$ cat config.mk
export PLATFORM = sky130hd
export DESIGN_NAME = dbgrd_seq
export DESIGN_NICKNAME = d
export VERILOG_FILES = /design/src/rtl/dbgrd_pkg.sv /design/src/rtl/dbgrd_align.sv /design/src/rtl/dbgrd_lane.sv /design/src/rtl/dbgrd_timer.sv /design/src/rtl/dbgrd_seq.sv
export SDC_FILE = /design/constraint.sdc
export NUM_CORES = 1
export LEC_CHECK = 0
export ABC_AREA = 1
export BUFFER_PORTS_ARGS = -buffer_cell sky130_fd_sc_hd__buf_2
export CAP_MARGIN = 10
export CORE_MARGIN = 2
export CORE_UTILIZATION = 25
export CTS_BUF_LIST = sky130_fd_sc_hd__clkbuf_4 sky130_fd_sc_hd__clkbuf_8 sky130_fd_sc_hd__clkbuf_16
export DETAILED_ROUTE_END_ITERATION = 8
export PLACE_DENSITY = 0.55
export SYNTH_ARGS = -nofsm -noshare
export SYNTH_HDL_FRONTEND = slang
export SYNTH_SLANG_ARGS = --single-unit
$ cat constraint.sdc
create_clock -name clk -period 2.85 [get_ports clk]
set_input_delay 0.285 -clock clk [delete_from_list [all_inputs] [get_ports clk]]
set_output_delay 0.285 -clock clk [all_outputs]
set_load 0.01 [all_outputs]
$ cat src/rtl/dbgrd_pkg.sv
package dbgrd_pkg;

    localparam logic [7:0] OP_RD_MEM     = 8'h30;
    localparam logic [7:0] OP_RD_SAME    = 8'h54;
    localparam logic [7:0] OP_RD_TRACE   = 8'h07;
    localparam logic [7:0] MEM_OP_MASK   = 8'hF4;
    localparam logic [7:0] SAME_OP_MASK  = 8'hFE;

    typedef enum logic [1:0] {
        SZ_BYTE = 2'b00,
        SZ_WORD = 2'b01,
        SZ_LONG = 2'b10
    } size_e;

    typedef enum logic [2:0] {
        ST_IDLE,
        ST_MEM_WAIT,
        ST_TB_WAIT,
        ST_ACK,
        ST_SEND,
        ST_GAP
    } state_e;

    function automatic logic [2:0] size_bytes(size_e s);
        unique case (s)
            SZ_BYTE: size_bytes = 3'd1;
            SZ_WORD: size_bytes = 3'd2;
            default: size_bytes = 3'd4;
        endcase
    endfunction

endpackage

$ cat src/rtl/dbgrd_align.sv
module dbgrd_align
    import dbgrd_pkg::*;
#(
    parameter int AW = 16
) (
    input  logic [AW-1:0] addr_i,
    input  size_e         size_i,
    output logic [AW-1:0] addr_o
);
    always_comb begin
        unique case (size_i)
            SZ_WORD: addr_o = {addr_i[AW-1:1], 1'b0};
            SZ_LONG: addr_o = {addr_i[AW-1:2], 2'b00};
            default: addr_o = addr_i;
        endcase
    end
endmodule

$ cat src/rtl/dbgrd_lane.sv
module dbgrd_lane
    import dbgrd_pkg::*;
(
    input  logic [1:0]  lo_i,
    input  size_e       size_i,
    input  logic [31:0] rdata_i,
    output logic [31:0] val_o
);
    always_comb begin
        unique case (size_i)
            SZ_BYTE: val_o = {rdata_i[{lo_i, 3'b000} +: 8], 24'h0};
            SZ_WORD: val_o = {rdata_i[{lo_i[1], 4'b0000} +: 16], 16'h0};
            default: val_o = rdata_i;
        endcase
    end
endmodule

$ cat src/rtl/dbgrd_timer.sv
module dbgrd_timer #(
    parameter int LIMIT = 16
) (
    input  logic clk,
    input  logic rst_n,
    input  logic run,
    output logic expired
);
    localparam int CW = $clog2(LIMIT + 1);

    logic [CW-1:0] cnt;

    always_ff @(posedge clk or negedge rst_n) begin
        if (!rst_n)   cnt <= '0;
        else if (run) cnt <= cnt + 1'b1;
        else          cnt <= '0;
    end

    assign expired = run && (cnt == CW'(LIMIT - 1));
endmodule

$ cat src/rtl/dbgrd_seq.sv
module dbgrd_seq
    import dbgrd_pkg::*;
#(
    parameter int AW        = 16,
    parameter int TMO_CYC   = 64,
    parameter int GAP_CYC   = 16,
    parameter bit HAS_TRACE = 1'b1
) (
    input  logic          clk,
    input  logic          rst_n,
    input  logic          cmd_valid,
    input  logic [7:0]    cmd_op,
    input  logic [AW-1:0] cmd_addr,
    input  logic          ack_en,
    output logic          rsp_valid,
    output logic [7:0]    rsp_byte,
    output logic          ack_pulse,
    output logic          mem_req,
    output logic [AW-1:0] mem_addr,
    output logic [1:0]    mem_size,
    input  logic          mem_ack,
    input  logic [31:0]   mem_rdata,
    output logic          tb_req,
    output logic          tb_half,
    input  logic          tb_ack,
    input  logic [31:0]   tb_rdata
);
    localparam int SRW = 40;

    state_e        state, nxt;
    logic [AW-1:0] cur_addr, last_addr;
    size_e         cur_sz, last_sz;
    logic          ws_q, trc_q, half_q;
    logic [SRW-1:0] sr;
    logic [2:0]    nleft;

    logic          is_mem_op, is_same_op, is_trace_op, op_ws;
    logic          tmo_exp, gap_exp, tb_hit;
    logic [31:0]   lane_val, mem_val, tb_val;
    logic [2:0]    mem_cnt;

    always_comb begin
        is_mem_op   = ((cmd_op & MEM_OP_MASK) == OP_RD_MEM) && (cmd_op[1:0] != 2'b11);
        is_same_op  = (cmd_op & SAME_OP_MASK) == OP_RD_SAME;
        is_trace_op = cmd_op == OP_RD_TRACE;
        op_ws       = is_mem_op ? cmd_op[3] : cmd_op[0];
    end

    dbgrd_align #(.AW(AW)) align_i (
        .addr_i (cur_addr),
        .size_i (cur_sz),
        .addr_o (mem_addr)
    );

    dbgrd_lane lane_i (
        .lo_i    (cur_addr[1:0]),
        .size_i  (cur_sz),
        .rdata_i (mem_rdata),
        .val_o   (lane_val)
    );

    dbgrd_timer #(.LIMIT(TMO_CYC)) tmo_i (
        .clk     (clk),
        .rst_n   (rst_n),
        .run     ((state == ST_MEM_WAIT) || (state == ST_TB_WAIT)),
        .expired (tmo_exp)
    );

    dbgrd_timer #(.LIMIT(GAP_CYC)) gap_i (
        .clk     (clk),
        .rst_n   (rst_n),
        .run     (state == ST_GAP),
        .expired (gap_exp)
    );

    assign tb_hit  = !HAS_TRACE || tb_ack;
    assign tb_val  = (HAS_TRACE && tb_ack) ? tb_rdata : 32'h0;
    assign mem_val = mem_ack ? lane_val : 32'h0;
    assign mem_cnt = size_bytes(cur_sz) + {2'b00, ws_q};

    // next-state logic
    always_comb begin
        nxt = state;
        unique case (state)
            ST_IDLE: begin
                if (cmd_valid) begin
                    if (is_mem_op || is_same_op) nxt = ST_MEM_WAIT;
                    else if (is_trace_op)        nxt = ST_TB_WAIT;
                end
            end
            ST_MEM_WAIT: begin
                if (mem_ack)      nxt = ack_en ? ST_ACK : ST_SEND;
                else if (tmo_exp) nxt = ST_SEND;
            end
            ST_TB_WAIT: begin
                if (tb_hit)       nxt = ack_en ? ST_ACK : ST_SEND;
                else if (tmo_exp) nxt = ST_SEND;
            end
            ST_ACK: nxt = ST_SEND;
            ST_SEND: begin
                if (nleft == 3'd1)
                    nxt = (trc_q && !half_q) ? (ack_en ? ST_TB_WAIT : ST_GAP) : ST_IDLE;
            end
            ST_GAP: if (gap_exp) nxt = ST_TB_WAIT;
            default: nxt = ST_IDLE;
        endcase
    end

    // state register and datapath
    always_ff @(posedge clk or negedge rst_n) begin
        if (!rst_n) begin
            state     <= ST_IDLE;
            cur_addr  <= '0;
            cur_sz    <= SZ_BYTE;
            last_addr <= '0;
            last_sz   <= SZ_BYTE;
            ws_q      <= 1'b0;
            trc_q     <= 1'b0;
            half_q    <= 1'b0;
            sr        <= '0;
            nleft     <= '0;
        end else begin
            state <= nxt;
            unique case (state)
                ST_IDLE: begin
                    if (cmd_valid) begin
                        ws_q   <= op_ws;
                        trc_q  <= is_trace_op;
                        half_q <= 1'b0;
                        if (is_mem_op) begin
                            cur_addr  <= cmd_addr;
                            cur_sz    <= size_e'(cmd_op[1:0]);
                            last_addr <= cmd_addr;
                            last_sz   <= size_e'(cmd_op[1:0]);
                        end else if (is_same_op) begin
                            cur_addr <= last_addr;
                            cur_sz   <= last_sz;
                        end
                    end
                end
                ST_MEM_WAIT: begin
                    if (mem_ack || tmo_exp) begin
                        sr    <= ws_q ? {7'b0, !mem_ack, mem_val} : {mem_val, 8'h00};
                        nleft <= mem_cnt;
                    end
                end
                ST_TB_WAIT: begin
                    if (tb_hit || tmo_exp) begin
                        sr    <= {tb_val, 8'h00};
                        nleft <= 3'd4;
                    end
                end
                ST_SEND: begin
                    sr    <= sr << 8;
                    nleft <= nleft - 1'b1;
                    if (nleft == 3'd1 && trc_q) half_q <= 1'b1;
                end
                default: ;
            endcase
        end
    end

    // outputs
    always_comb begin
        rsp_valid = state == ST_SEND;
        rsp_byte  = sr[SRW-1 -: 8];
        ack_pulse = state == ST_ACK;
        mem_req   = state == ST_MEM_WAIT;
        mem_size  = cur_sz;
        tb_req    = HAS_TRACE && (state == ST_TB_WAIT);
        tb_half   = half_q;
    end
endmodule

* Word level (Yosys, flattened, before mapping) *
Cells that the tools add are included.

word-level totals
  input port bits = 94
  word-level logic and storage cells = 95
  register bits after elaboration = 97

operators by class
  multiplexer cells = 34
  reduce and logical (&&, ||, !) cells = 22
  shifts and indexed selects = 2
  equality and inequality tests = 21
  add/subtract/negate cells = 4

operators by type and width
  operator                                                         number
  40-bit two-way mux                                               3
  40-bit one-hot mux with 3 select lines                           1
  32-bit two-way mux                                               2
  32-bit one-hot mux with 2 select lines                           1
  3-bit two-way mux                                                13
  16-bit two-way mux                                               2
  32-bit by 6-bit indexed part select with 16-bit output           1
  32-bit by 6-bit indexed part select with 8-bit output            1
  3-bit one-hot mux with 6 select lines                            1
  7-bit by 6-bit == test with 1-bit output, second input constant  2
  3-bit AND reduction                                              4
  3-bit one-hot mux with 3 select lines                            1
  8-bit by 3-bit == test with 1-bit output, second input constant  1
  2-bit by 1-bit != test with 1-bit output, second input constant  4
  7-bit by 1-bit adder with 7-bit output, second input constant    1
  7-bit two-way mux                                                1
  3-bit by 1-bit == test with 1-bit output, second input constant  2
  3-bit by 2-bit == test with 1-bit output, second input constant  2
  3-bit == test, second input constant                             2
  2-bit != test, second input constant                             3
  3-bit one-hot mux with 2 select lines                            1
  5-bit by 1-bit adder with 5-bit output, second input constant    1
  5-bit by 3-bit == test with 1-bit output, second input constant  1
  5-bit by 4-bit == test with 1-bit output, second input constant  1
  other kinds (19)                                                 31

* Longest topological paths before layout *
Gate-level depths: netlist (run 1).

  depth after elaboration = 6
  depth in mapped cells = 12
  mapped depth without buffers = 11

* Cells and area by module *
From an unflattened synthesis (run 1), not the netlist that was laid out.

second synthesis, totals
  cell total of the unflattened synthesis = 943
  area, all modules = 6319.8 um^2

modules (own cells, without submodules)
  module               instances  sequential area each (um^2)  cells each  area each (um^2)
  dbgrd_seq            1          2127.0                       702         4971.0
  dbgrd_lane           1          0.0                          151         633.1
  dbgrd_timer (tmo_i)  1          175.2                        43          347.8
  dbgrd_timer (gap_i)  1          125.1                        26          227.7
  dbgrd_align          1          0.0                          21          140.1

* Worst setup path before layout (run 1) *
OpenSTA, ideal clock, no wires.

  path type = register -> register
  start point = register cur_sz[1] (netlist: mem_size[1])
  end point = register sr[21]
  library setup time = 0.065 ns
  arrival = 1.748 ns
  stages on the path, launching flop included = 13
  buffers on the path = 1
  path slack = 1.037 ns
  cells stage by stage = dfrtp_1 > inv_1 > ha_1 > nor2_1 > inv_1 > nor2_1 > buf_4 > nand2_1 > nand2_1 > nand2_1 > nand3_1 > nand2_1 > nand2_1

on the way
  word-level cells in the longest chain between the ends = 6
  elaborated cells on any way between the ends = 7

RTL lines
  what                                                                                  line              source
  from (decl)                                                                           dbgrd_seq.sv:32   size_e cur_sz, last_sz;
  from (signal assigned)                                                                dbgrd_seq.sv:132  cur_sz <= size_e'(cmd_op[1:0]);
  from (signal assigned)                                                                dbgrd_seq.sv:137  cur_sz <= last_sz;
  2-bit by 1-bit == test with 1-bit output / 2-bit logical NOT (equally long branches)  dbgrd_lane.sv:10  unique case (size_i)
  32-bit one-hot mux with 2 select lines *                                              dbgrd_lane.sv:10
  32-bit two-way mux *                                                                  dbgrd_seq.sv:78   assign mem_val = mem_ack ? lane_val : 32'h0;
  40-bit two-way mux *                                                                  dbgrd_seq.sv:143  sr <= ws_q ? {7'b0, !mem_ack, mem_val} : {mem_val, 8'h00};
  40-bit two-way mux *                                                                  dbgrd_seq.sv:142  if (mem_ack || tmo_exp) begin
  40-bit one-hot mux with 3 select lines *                                              dbgrd_seq.sv:124  unique case (state)
  to (signal assigned)                                                                  dbgrd_seq.sv:143
  to (signal assigned)                                                                  dbgrd_seq.sv:149  sr <= {tb_val, 8'h00};
  to (signal assigned)                                                                  dbgrd_seq.sv:154  sr <= sr << 8;
  to (decl)                                                                             dbgrd_seq.sv:34   logic [SRW-1:0] sr;

Every way passes the cells marked *; elsewhere a longest branch is shown, timed or not. The select of a mux whose other input is x is not followed.
A chain may end at the register's enable or synchronous reset.

* Worst setup path after layout (run 1) *
  start point = register state[0]
  end point = output rsp_valid

on the way
  word-level cells in the longest chain between the ends = 1

RTL lines
  what                    line              source
  from (decl)             dbgrd_seq.sv:30   state_e state, nxt;
  from (signal assigned)  dbgrd_seq.sv:123  state <= nxt;
  3-bit == test           dbgrd_seq.sv:165  rsp_valid = state == ST_SEND;
  to (decl)               dbgrd_seq.sv:15   output logic rsp_valid,

No other way between the ends.

==> key figures, run 1 <==
GRT
  – First-pass GRT wire length: 29700 um
  – Largest net degree at the start of global routing: between 70 and 80
  – Total grt overflow: 0
  – Initial antenna violation count: 2
  – Vias in the first global route: between 5000 and 6000
  – GRT Total Usage: 0.154

Place
  – Post-DP Area: 6700 um2
  – I/O Buffers: 124
  – Placed wire-length estimate: about 13000 um
  – Final GP Congestion: 0.828

Worst setup path
  – Crit path launch type: flop
  – Critical path, cell by cell: inv_2, nand3_1, inv_2, buf_4, buf_2
  – Crit-path max cell delay: 0.44 ns
  – Reg-to-reg endpoint: sr[11]
  – Worst-path maximum fanout: 26
  – Data arrival, critical path: ~2.1 ns
  – Crit Path Class: reg -> out
  – Worst Setup EP: rsp_valid
  – R2R depth: 13
  – R2r setup slk: roughly 0.58 ns
  – Reg-to-Reg Start: mem_size[1]
  – Slowest CP cell: dfrtp_1
  – Worst Setup SP: state[0]
  – Crit path required time: 2.57 ns
  – Setup crit end kind: output pin
  – Most used cell, CP: inv_2

Floorplanning
  – Die ar.: between 20000 and 25000 um2
  – Die height: around 160 um
  – Site row count: 56
  – # IOs: between 100 and 150
  – Die Width: 158 um
  – Core footprint: approximately 23000 um2
  – Initial Utilization: 0.253

Run status
  – Status: complete, no violations

Final layout
  – Area Overhead vs Synth: 18.1%
  – Util after Layout: 0.299
  – # nets final: 1021
  – Layout cells sized above 1: 0.202
  – Final Cell Area: ~7000 um2

Logic synthesis
  – Largest family of logic cells by synthesized area: simple AND/OR/NAND/NOR gates
  – Sequential area share after synthesis: 0.409
  – Post-synth top cells: nand2_1 (303), dfrtp_1 (97), nor2_1 (81)
  – Post-synthesis adder-cell area fraction: 0.0190
  – #FFs+latches synth: between 90 and 100
  – Post-synth ARST share: 1.00
  – Mux cell area share after synthesis: 0.0285
  – Count of cell types in the netlist: 33
  – Area fraction of the dominant cell type after synthesis: 0.409
  – Synthesized Nets: around 930
  – Post-synthesis simple-gate area fraction: 0.331
  – Synthesized instance count: around 830
  – Count leader, synth: nand2_1
  – Synth Area in XOR/XNOR: 0.00295
  – Avg Inst Size Synth: between 7 and 8 um2
  – Synth Area in Compound Gates: 0.108
  – Synthesized area: slightly below 6000 um2
  – Main synth FF type: dfrtp_1
  – Dominant cell type by area after synthesis: dfrtp_1
  – Yosys warnings: 0
  – Post-synth EDFFs: 0
  – Main area contributors after synthesis: dfrtp_1 (41%), nand2_1 (19%), nand3_1 (5.8%), nor2_1 (5.1%), buf_4 (3.9%)

STA
  – Fin. Hold Viols: 0
  – Final setup viols: 0
  – Worst Skew: between 0.007 and 0.008 ns
  – Crit share post-route: 0.840
  – Minimum clock period: roughly 2.4 ns
  – Setup tns final: 0 ns
  – Unrepaired setup endpoints after global routing: false
  – Maximum clock frequency: about 0.42 GHz
  – Final Max Slew Viols: 0
  – Max_slew headroom: 0.512
  – Tightest Pin Transition: 0.727 ns

Route
  – Initial DRC Count: ~460
  – Vias/cell: around 4.6
  – Drt total wl: approximately 19000 um
  – First drt pass iteration count: 5
  – # DRC: 0
  – Wire per inst: approximately 15 um
  – Via Count: roughly 5700
  – Post-route antenna net violation count: 0

Clocking
  – Setup Buffers After CTS: 0
  – Clock latency on the worst-skew pair: 0.36 ns
  – Resized cells post-CTS: 0
  – H-tree depth: 3
  – CTS tree: yes
  – Max Root-Sink Buffers: 2
  – Hold_buf cts: 1
  – Clock buffer count from CTS: 9
  – Num Clock Sinks: a little under 100
  – CTS Root Buffer Type: clkbuf_16
  – Clock transition at path regs: roughly 0.080 ns

Power
  – Cell Pwr Density: about 570 nW/um2
  – LEAKAGE: between 3 and 4 nW
  – Peak supply drop: roughly 0.30 mV

Worst hold path
  – Worst min path class: in -> reg

Flow run
  – Max Cap Viol: 0
cells by family after synthesis:
group,count (synthesis)
AOI/OAI and AO/OA,109
and+or+nand+nor,476
buffers and inverters,120
muxes,15
DFF,97
xor gates and xnor gates,2
adders and majority gates,9
routing by layer:
layer	global-route usage	vias to the layer above	wire length, um
met1	0.217	2659	8900
met3	0.0364	13	1300
met4	0.0356	0	192
li1	-	2827	-
met2	0.238	166	8350
met5	0	-	0
layout by cell type, fill, tap and decap left out:
master         count
nand2_4            1
clkbuf_16          9
nor2_1            80
o21ai_0           35
buf_4             13
o31ai_1           15
nand4_1            6
nand2_2            2
clkinvlp_4         1
o21ai_1           10
clkinv_1           1
inv_8              3
a21oi_1           25
inv_2              5
nor3_1             2
o22ai_1            2
nand3_4            1
nor4_1             1
nor2_4             2
dfrtp_1           97
inv_1             55
buf_12             1
buf_2            123
a22oi_1           20
mux2_2            15
nand3_1           69
nor2_2             5
ha_1               9
nand3_2            2
diode_2            2
o21a_1             1
nand3b_1           2
nand2_1          303
a21boi_0           1
clkinv_4           1
inv_6              2
dlygate4sd3_1      1
xnor2_1            2
area by class of cell:
cell class / instances / area (um2)
tap: 319 / 399
sequential: 97 / 2430
timing repair buffer: 138 / 743
antenna: 2 / 5.00
fill: 2641 / 16400
clock buffer: 9 / 225
clock inverter: 7 / 67.6
inverter: 61 / 229
multi-input combinational: 611 / 2910
how the worst min path moves through the flow:
| stage | endpoint | startpoint | slack [ns] | cells past startpoint |
|---|---|---|---|---|
| global placement | sr[7] | rst_n | 0.23 | 1 |
| finish | last_addr[10] | cmd_addr[10] | 0.17 | 2 |
| global route | last_addr[10] | cmd_addr[10] | 0.16 | 2 |
| floorplan | cur_addr[0] | rst_n | -0.01 | 0 |
| detailed placement | sr[7] | rst_n | 0.24 | 1 |
| CTS | last_addr[13] | cmd_addr[13] | 0.15 | 2 |
sequential cells by signal (all words and copies together), names as in the netlist, 2 cells and up:
signal     flops
nleft          3
mem_size       2
cur_addr      16
sr            40
last_addr     16
state          3
last_sz        2
tmo_i.cnt      7
gap_i.cnt      5
power breakdown:
part	total [W]	switching, W	internal, W
combinational	0.000990	0.000620	0.000370
clock	0.00124	0.000622	0.000620
sequential	0.00178	0.000151	0.00163
total	0.00401	0.00139	0.00261
metrics by stage:
stage | hold WS (ns) | power [W] | setup WS [ns] | cells
after floorplan | -0.0106 | 0.00247 | 1.04 | 828
after global placement | 0.227 | 0.00278 | 0.659 | 1225
after detailed placement | 0.239 | 0.00280 | 0.593 | 1225
after CTS | 0.154 | 0.00406 | 0.445 | 1242
after global routing | 0.158 | 0.00428 | 0.300 | 1243
final | 0.166 | 0.00401 | 0.457 | 1244
critical path, delay by kind of cell (launching register included):
family,cells,cell delay [ns]
DFF,1,0.44
buffers and inverters,4,1.06
and+or+nand+nor,1,0.23
(Power assumes the default switching activity.)
==> inputs of run 2 (changes only) <==
--- a/config.mk
+++ b/config.mk
@@ -12,7 +12,7 @@
 export CORE_UTILIZATION = 25
 export CTS_BUF_LIST = sky130_fd_sc_hd__clkbuf_4 sky130_fd_sc_hd__clkbuf_8 sky130_fd_sc_hd__clkbuf_16
 export DETAILED_ROUTE_END_ITERATION = 8
-export PLACE_DENSITY = 0.55
+export PLACE_DENSITY = 0.56
 export SYNTH_ARGS = -nofsm -noshare
 export SYNTH_HDL_FRONTEND = slang
 export SYNTH_SLANG_ARGS = --single-unit
==> constraint.sdc (replaced) <==
create_clock -name clk -period 2 [get_ports clk]
set_input_delay 0.2 -clock clk [delete_from_list [all_inputs] [get_ports clk]]
set_output_delay 0.2 -clock clk [all_outputs]
set_load 0.01 [all_outputs]
==> key figures, run 2 (synthesized netlist as in run 1, its figures left out) <==
Run status
  – Status: complete, no violations

Final layout
  – # nets final: 1034 (+1.3%)
  – # fillers: 2625 (-0.61%)
  – Register bank with the most flops: sr
  – Area Overhead vs Synth: 21.6%
  – Register area: 2430 um2 (unchanged)
  – Most frequent cells in the layout: nand2_1 (303), buf_2 (123), dfrtp_1 (97), nor2_1 (80), nand3_1 (69)
  – Finished Layout Cells: 1255 (+0.88%)
  – Layout cells sized above 1: 0.213 (+0.0111)
  – Commonest non-fill, non-tap cell in the layout: nand2_1
  – Area of the multi-input gates: 2910 um2 (unchanged)
  – # diodes: 0 (-2)
  – Max reg flops: 40 (unchanged)
  – Top flop regs: sr x40, cur_addr x16, last_addr x16

Floorplanning
  – Initial Utilization: 0.253 (unchanged)
  – Die Width: 158 um (unchanged)
  – # IOs: 125 (unchanged)
  – Die height: 158 um (unchanged)
  – Site row count: 56 (unchanged)
  – Core footprint: 23400 um2 (unchanged)
  – Die ar.: 25000 um2 (unchanged)

Power
  – Post-layout total power: 0.00580 W (+45%)
  – LEAKAGE: 3.76 nW (+2.8%)
  – Register share of total power: 0.434 (-0.009)
  – Cell Pwr Density: 805 nW/um2 (+41%)
  – Switching share of power: 0.343 (-0.00468)
  – Switching power: 0.00199 W (+43%)
  – Peak supply drop: 0.452 mV (+51%)
  – Clk pwr share: 0.311 (about the same)
  – Int Pwr: 0.00381 W (+46%)
  – Comb pwr share: 0.255 (+0.008)

STA
  – Final Max Slew Viols: 0 (unchanged)
  – Maximum clock frequency: roughly 0.53 GHz
  – Setup ws final: 0.125 ns (-0.333 ns)
  – Minimum clock period: approximately 1.9 ns
  – Final setup viols: 0 (unchanged)
  – Worst Skew: 0.0110 ns (+0.00396 ns)
  – Fin. Hold Viols: 0 (unchanged)
  – Unrepaired setup endpoints after global routing: false
  – Crit share post-route: 0.938
  – Max_slew headroom: 0.684 (+0.172)
  – Tightest Pin Transition: 0.472 ns (-0.254 ns)
  – Setup tns final: 0 ns (unchanged)
  – Fin Hold WS: 0.0722 ns (-0.0936 ns)

GRT
  – First-pass GRT wire length: 28900 um (-2.6%)
  – Initial antenna violation count: 0 (-2)
  – Vias in the first global route: 5447 (+0.37%)
  – Largest net degree at the start of global routing: 51 (-31%)
  – Total grt overflow: 0 (unchanged)
  – GRT Total Usage: 0.149 (-0.00452)

Clocking
  – CTS tree: yes
  – CTS Root Buffer Type: clkbuf_16
  – Clock latency on the worst-skew pair: 0.37 ns (about the same)
  – Setup Buffers After CTS: 0 (unchanged)
  – Num Clock Sinks: 97 (unchanged)
  – Clock buffer count from CTS: 9 (unchanged)
  – Max Root-Sink Buffers: 2 (unchanged)
  – H-tree depth: 3 (unchanged)
  – Clock transition at path regs: 0.08 ns (about the same)

Route
  – WL met3: 1720 um (+32%)
  – Post-route antenna net violation count: 0 (unchanged)
  – Drt total wl: 18300 um (-2.5%)
  – # DRC: 0 (unchanged)
  – Vias/cell: 4.53 (-0.47%)
  – Top sig layer: met4
  – DR WL met2: 8300 um (-0.59%)
  – Initial DRC Count: 409 (-11%)
  – WL met1: 8060 um (-9.5%)
  – Wire per inst: 14.6 um (-3.4%)
  – First drt pass iteration count: 5 (unchanged)
  – Via Count: 5688 (+0.41%)

Place
  – Placed Cells: 1238 (+1.1%)
  – Final GP Congestion: 0.869 (+4.9%)
  – I/O Buffers: 124 (unchanged)
  – Placed wire-length estimate: 13500 um (+0.81%)
  – DP Worst Slack: 0.200 ns (-0.393 ns)

Worst setup path
  – Most used cell, CP: inv_2
  – Worst Setup SP: state[0]
  – Crit path required time: 1.80 ns (-0.77 ns)
  – Crit path launch type: flop
  – Critical path, cell by cell: inv_2, nand3_1, inv_2, buf_12, buf_2
  – Worst-path maximum fanout: 26 (unchanged)
  – Setup crit end kind: output pin
  – Reg-to-Reg Start: state[2]
  – Crit Path Class: reg -> out
  – Crit-path max cell delay: 0.44 ns (about the same)
  – Data arrival, critical path: 1.68 ns (-0.43 ns)
  – Slowest CP cell: dfrtp_1

Flow run
  – Max Cap Viol: 0 (unchanged)

Worst hold path
  – Worst min path class: in -> reg
  – HP Start: cmd_addr[2]
[run 2: stage by stage]
stage | utilization | cell area (um2)
global route | 0.308 | 7210
global placement | 0.295 | 6890
floorplan | - | 5930
finish | 0.308 | 7210
CTS | 0.308 | 7210
detailed placement | 0.295 | 6890
[run 2: area by class of cell]
| class | instances | area share |
|---|---|---|
| Multi-Input combinational cell | 611 | 0.403 |
| Sequential cell | 97 | 0.337 |
| Timing Repair Buffer | 151 | 0.131 |
| Tap cell | 319 | 0.0554 |
| Inverter | 61 | 0.0318 |
| Clock buffer | 9 | 0.0313 |
| Clock inverter | 7 | 0.0109 |
[run 2: worst paths after layout]
path	to	slack, ns	cells past startpoint
min in group asynchronous	sr[5]	0.26	2
max in group asynchronous	sr[37]	1.20	3
worst min-delay path	last_addr[2]	0.07	2
worst max-delay path	rsp_valid	0.12	5
worst max register to register	sr[15]	0.17	10
worst min register to register	gap_i.cnt[0]	0.47	1
[run 2: metal layers]
metal  global-route usage  vias up
met5                    0        -
met4               0.0275        0
met3               0.0463       16
met2                0.240      212
met1                0.199     2605
li1                     -     2855
[run 2: power by group through the flow]
stage,clock network (W),logic [W],registers (W)
after floorplan,0,0.00102,0.00250
after global placement,0,0.00148,0.00255
after detailed placement,0,0.00150,0.00255
after CTS,0.00186,0.00151,0.00251
after global routing,0.00194,0.00168,0.00256
final,0.00180,0.00148,0.00252
[run 2: critical path, delay by kind of cell, from the launching register on]
| kind | cells | cell delay (ns) |
|---|---|---|
| AND/OR/NAND/NOR | 1 | 0.21 |
| flip-flops | 1 | 0.44 |
| buffers and inverters | 4 | 0.65 |
[run 2: repair_timing]
action | 4_1_cts | 5_1_grt
hold endpoints to repair | 14 | 0
resized for setup | 0 | 0
hold buffers | 1 | 0
